<file path="src/rtl/xpcfg_pkg.sv">
package xpcfg_pkg;
  localparam int NUM_OUT = 17;
  localparam int ADDR_W  = 5;
  localparam int SEL_W   = 6;
  localparam int ENTRY_W = SEL_W + 1;
endpackage

</file>
<file path="src/rtl/xpcfg_stage.sv">
module xpcfg_stage #(
  parameter int NUM_OUT = 17,
  parameter int ADDR_W  = 5,
  parameter int ENTRY_W = 7
) (
  input  logic                       clk,
  input  logic                       wr_en,
  input  logic [ADDR_W-1:0]          addr,
  input  logic [ENTRY_W-1:0]         din,
  output logic [NUM_OUT*ENTRY_W-1:0] stage_flat
);
  // Staging rank: never reset, contents undefined until written.
  for (genvar i = 0; i < NUM_OUT; i++) begin : g_ent
    logic [ENTRY_W-1:0] q;
    always_ff @(posedge clk) begin
      if (wr_en && addr == ADDR_W'(i)) q <= din;
    end
    assign stage_flat[i*ENTRY_W +: ENTRY_W] = q;


    wr_land_chk: assert property (@(posedge clk)
      (wr_en && addr == ADDR_W'(i)) |=> (q == $past(din)));
  end


  oor_write_chk: assert property (@(posedge clk)
    (wr_en && int'(addr) >= NUM_OUT) |=> $stable(stage_flat));
endmodule

</file>
<file path="src/rtl/xpcfg_active.sv">
module xpcfg_active #(
  parameter int NUM_OUT = 17,
  parameter int SEL_W   = 6,
  localparam int ENTRY_W = SEL_W + 1
) (
  input  logic                       clk,
  input  logic                       rst_n,
  input  logic                       upd,
  input  logic [NUM_OUT*ENTRY_W-1:0] stage_flat,
  output logic [NUM_OUT*SEL_W-1:0]   sel_flat,
  output logic [NUM_OUT-1:0]         en
);
  logic [NUM_OUT*SEL_W-1:0] stage_sel;
  logic [NUM_OUT-1:0]       stage_en;

  for (genvar i = 0; i < NUM_OUT; i++) begin : g_ent
    assign stage_sel[i*SEL_W +: SEL_W] = stage_flat[i*ENTRY_W +: SEL_W];
    assign stage_en[i]                 = stage_flat[i*ENTRY_W + SEL_W];

    // Select field: clocked only, unaffected by the global disable.
    always_ff @(posedge clk) begin
      if (upd) sel_flat[i*SEL_W +: SEL_W] <= stage_sel[i*SEL_W +: SEL_W];
    end

    // Enable bit: cleared asynchronously by the global disable.
    always_ff @(posedge clk or negedge rst_n) begin
      if (!rst_n)   en[i] <= 1'b0;
      else if (upd) en[i] <= stage_en[i];
    end
  end


  upd_copy_chk: assert property (@(posedge clk) disable iff (!rst_n)
    upd |=> (sel_flat == $past(stage_sel)) && (en == $past(stage_en)));


  en_clear_chk: assert property (@(posedge clk)
    !rst_n |-> (en == '0));


  upd_in_reset_chk: assert property (@(posedge clk)
    (upd && !rst_n) |=> (sel_flat == $past(stage_sel)));
endmodule

</file>
<file path="src/rtl/xpcfg_readback.sv">
module xpcfg_readback #(
  parameter int NUM_OUT = 17,
  parameter int ADDR_W  = 5,
  parameter int SEL_W   = 6,
  localparam int ENTRY_W = SEL_W + 1
) (
  input  logic                     rd_en,
  input  logic [ADDR_W-1:0]        addr,
  input  logic [NUM_OUT*SEL_W-1:0] sel_flat,
  input  logic [NUM_OUT-1:0]       en,
  output logic [ENTRY_W-1:0]       dout,
  output logic                     dout_oe
);
  assign dout_oe = rd_en;

  always_comb begin
    dout = '0;
    if (rd_en) begin
      for (int i = 0; i < NUM_OUT; i++) begin
        if (addr == ADDR_W'(i)) dout = {en[i], sel_flat[i*SEL_W +: SEL_W]};
      end
    end
  end

  always_comb begin
    if (int'(addr) >= NUM_OUT) begin

      oor_read_chk: assert (dout == '0);
    end
  end
endmodule

</file>
<file path="src/rtl/xpcfg_dual_rank.sv">
module xpcfg_dual_rank
  import xpcfg_pkg::*;
#(
  parameter int N_OUT  = NUM_OUT,
  parameter int A_W    = ADDR_W,
  parameter int S_W    = SEL_W,
  localparam int E_W   = S_W + 1
) (
  input  logic               clk,
  input  logic               rst_n,
  input  logic               cs_n,
  input  logic               we_n,
  input  logic               re_n,
  input  logic               upd_n,
  input  logic [A_W-1:0]     addr,
  input  logic [E_W-1:0]     din,
  output logic [E_W-1:0]     dout,
  output logic               dout_oe,
  output logic [N_OUT*S_W-1:0] out_sel,
  output logic [N_OUT-1:0]   out_en
);
  logic wr_en, upd, rd_en;
  logic [N_OUT*E_W-1:0] stage_flat;

  assign wr_en = !cs_n && !we_n;
  assign upd   = !cs_n && !upd_n;
  assign rd_en = !cs_n && !re_n;

  xpcfg_stage #(.NUM_OUT(N_OUT), .ADDR_W(A_W), .ENTRY_W(E_W)) u_stage (
    .clk(clk), .wr_en(wr_en), .addr(addr), .din(din), .stage_flat(stage_flat)
  );

  xpcfg_active #(.NUM_OUT(N_OUT), .SEL_W(S_W)) u_active (
    .clk(clk), .rst_n(rst_n), .upd(upd), .stage_flat(stage_flat),
    .sel_flat(out_sel), .en(out_en)
  );

  xpcfg_readback #(.NUM_OUT(N_OUT), .ADDR_W(A_W), .SEL_W(S_W)) u_rdbk (
    .rd_en(rd_en), .addr(addr), .sel_flat(out_sel), .en(out_en),
    .dout(dout), .dout_oe(dout_oe)
  );


  cs_hold_chk: assert property (@(posedge clk) disable iff (!rst_n)
    cs_n |=> $stable(out_sel) && $stable(out_en));


  cs_oe_chk: assert property (@(posedge clk) cs_n |-> !dout_oe);
endmodule

</file>
<file path="config.mk">
export PLATFORM = sky130hd
export DESIGN_NAME = xpcfg_dual_rank
export DESIGN_NICKNAME = d
export VERILOG_FILES = /design/src/rtl/xpcfg_pkg.sv /design/src/rtl/xpcfg_stage.sv /design/src/rtl/xpcfg_active.sv /design/src/rtl/xpcfg_readback.sv /design/src/rtl/xpcfg_dual_rank.sv
export SDC_FILE = /design/constraint.sdc
export NUM_CORES = 1
export LEC_CHECK = 0
export BUFFER_PORTS_ARGS = -buffer_cell sky130_fd_sc_hd__buf_2
export CAP_MARGIN = 20
export CORE_MARGIN = 5
export CORE_UTILIZATION = 35
export CTS_BUF_LIST = sky130_fd_sc_hd__clkbuf_4 sky130_fd_sc_hd__clkbuf_8
export DETAILED_ROUTE_END_ITERATION = 6
export PLACE_DENSITY = 0.57
export SETUP_SLACK_MARGIN = 0.1
export SLEW_MARGIN = 0
export SYNTH_ARGS = -nofsm -noshare
export SYNTH_HDL_FRONTEND = slang
export SYNTH_SLANG_ARGS = --single-unit
</file>
<file path="constraint.sdc">
create_clock -name clk -period 2.5 [get_ports clk]
set_clock_uncertainty 0.15 [all_clocks]
set_input_delay 0.5 -clock clk [delete_from_list [all_inputs] [get_ports clk]]
set_output_delay 0.5 -clock clk [all_outputs]
set_load 0.05 [all_outputs]
</file>
==> results.ini <==
[outcome]
status = finished with violations
violations = negative setup slack

[worst_setup_path]
crit_cells = 8
cp-endpoint = dout[0]
cp-start-kind = input pin
cp.arrival_ns = 2.30
startpoint = addr[2]
timing.rr.end = u_active.en[5]
path_class = input pin to output pin
cp_top_family = compound AO/OA/AOI/OAI gates
r2r_start = u_stage.g_ent[5].q[6]
cp_cell_sequence = buf_8 -> buf_6 -> or4b_4 -> o31a_1 -> o2111ai_1 -> o21bai_4 -> nand3_4 -> buf_8
slowest_delay_ns = 0.58
crit_path_end_kind = output pin
cp_common_cell = buf_8
worst-r2r-setup-slack_ns = 1.51
r2r.worst_path.cells = 1
required_ns = 1.85
cp.buffers_inverters = 3
crit_slowest_cell = or4b_4
cp_max_fo = 5

[hold_path]
hold_class = flop to flop

[global_routing]
overflow = 0
grt_pass1_wl_microns = 40200
grt_util_all_layers = 0.191
grt_antenna_before_repair = 1
grt_max_degree = 64
grt_pass1_vias = 6336

[timing]
period_share = 1.18
finalCriticalPeriod_ns = 2.95
hold_ws_ns = 0.263
worstMarginPinSlew_ns = 0.598
rsz0062_at_grt = true
hold_violations = 0
setup_viol = 7
slew_headroom = 0.601
max_freq_mhz = 339
worst_slack_ns = -0.449
slew_viol_final = 0

[clocking]
cts.sinks = 238
clkLatencyLatePin_ns = 0.52
clockBufferDepth = 3
tritoncts = built
cts-htree-levels = 2
path_clk_slew_ns = 0.06
cts_made_buffers = 39
root_buffer = clkbuf_8

[placement]
hpwl_microns = 20100
io_buffers = 144
pre_cts_slack_ns = -0.598
place_congestion = 0.919
dp_cells = 1079
placed_cell_area_sq_um = 11100

[routing]
dr_total_vias = 5985
drc = 0
vias_per_cell = 5.12
routedWlPerCell_microns = 23.9
ant_nets = 0
drt_iter0_markers = 548
wl_microns = 27900
first_pass_iters = 5

[floorplanning]
rows = 58
initial_core_util = 0.354
die_w_microns = 169
dieHeight_microns = 169
pin_count = 145
fp.dieArea_sq_um = 28600
core_area_sq_um = 25000

[layout]
syn2layout_area_growth_pct = 41.9
final_area_sq_um = 12600
final_nets = 830
drive_gt1_frac = 0.530
diodes = 0
fin_cells = 1169

[logic_synthesis]
synth_top_area_frac = 0.749
ys_ff_latch = 238
syn_area_per_cell_sq_um = 17.5
yosysWarnings = 0
syn-num-nets = 525
synth_top_cell_by_area = edfxtp_1
synth-seq-area-share = 0.797
ys_types = 57
synth_edf_count = 221
synthFlopType = edfxtp_1
async_reset_ff_frac = 0.0714
syn_area_sq_um = 8860
synth_top_cells_by_area = edfxtp_1, dfrtp_1, mux2_2
syn-instance-count = 507

[power]
peakVddDrop_uv = 423
leakagePower_nw = 4.72
p_per_area_nw_per_um2 = 706

[run]
cap_violations = 0

## placed cells by master, fill, tap and decap left out, types with 8 or more instances in the layout
master | synthesis | layout
buf_2 | 14 | 132
buf_8 | 0 | 9
mux2_2 | 21 | 18
buf_6 | 0 | 13
o21ai_0 | 12 | 8
nand3_1 | 12 | 10
clkbuf_4 | 0 | 14
clkbuf_8 | 0 | 41
dfrtp_1 | 17 | 17
a21oi_1 | 12 | 8
edfxtp_1 | 221 | 221
buf_4 | 0 | 122
nor2b_1 | 12 | 9
nor2_1 | 29 | 24
## report_power, final
group          leakage, nW  switching (mW)  internal, mW
Clock                0.425            1.48          2.02
Sequential            2.23          0.0591          4.42
Combinational         2.07           0.569         0.331
Total                 4.72            2.11          6.77
## state kept, by name, indices dropped and copies added (netlist names)
signal / flops
u_stage.g_ent.q: 119
u_active.sel_flat: 102
u_active.en: 17
## synthesized netlist by cell type (3+ instances only)
cell type,count
and3_1,4
a21oi_1,12
nor3_1,5
nor2_1,29
o2111ai_1,5
o31a_1,3
nor3b_1,3
inv_1,4
o32ai_1,3
nand3b_1,7
mux2i_1,8
nor2b_1,12
mux2_2,21
nand2b_1,9
or3_1,6
o21ai_0,12
a31oi_1,4
o2bb2ai_1,3
nand2_1,9
nand3_1,12
and2_1,5
clkbuf_1,8
buf_2,14
a22oi_1,8
nor4_1,4
edfxtp_1,221
a32oi_1,6
a21o_1,4
o22ai_1,7
o21bai_1,3
dfrtp_1,17
## layer usage
layer | share of wire | track usage
met5 | 0 | 0
met4 | 0.031 | 0.0704
met3 | 0.072 | 0.0471
met2 | 0.48 | 0.305
met1 | 0.42 | 0.255
## worst min path at each step
stage | startpoint | endpoint | slack [ns] | depth (start not counted)
4_1_cts | din[4] | u_stage.g_ent[11].q[4] | 0.26 | 1
3_3_place_gp | u_stage.g_ent[16].q[2] | u_active.sel_flat[98] | 0.25 | 0
6_report | u_stage.g_ent[9].q[0] | u_active.sel_flat[54] | 0.26 | 0
5_1_grt | din[4] | u_stage.g_ent[3].q[4] | 0.26 | 1
2_1_floorplan | rst_n | u_active.en[0] | 0.05 | 0
3_5_place_dp | u_stage.g_ent[3].q[3] | u_active.sel_flat[21] | 0.25 | 0
## per-stage QoR
step	util	power, mW	setup TNS (ns)
floorplan	-	4.98	-0.0279
global placement	0.442	5.34	-3.59
detailed placement	0.442	5.35	-3.82
CTS	0.494	8.93	-2.61
global route	0.502	9.21	-2.96
finish	0.502	8.88	-2.46
## layout make-up
cell class              count  area (sq um)
clock buffers              54           662
clock inverters            14           145
fillers                  2166         12500
inverters                   4          15.0
multi-input cells         242          2210
flip-flops and latches    238          7060
well taps                 330           413
repair buffers            287          2070
## logic make-up after synthesis
kind of cell | share of synthesized area
flip-flops | 0.797
AND/OR/NAND/NOR | 0.0757
AO/OA/AOI/OAI | 0.0785
multiplexers | 0.0357
buffers and inverters | 0.0134
## what timing repair did
| item | in CTS | in global routing |
|---|---|---|
| gates resized for setup | 84 | 35 |
| hold endpoints to repair | 17 | 0 |
| pin swaps | 24 | 21 |
| hold buffers | 1 | 0 |
| gates cloned | 2 | 0 |
| setup buffers | 10 | 9 |
| endpoints found under the setup margin | 7 | 7 |
(Power assumes the default switching activity.)
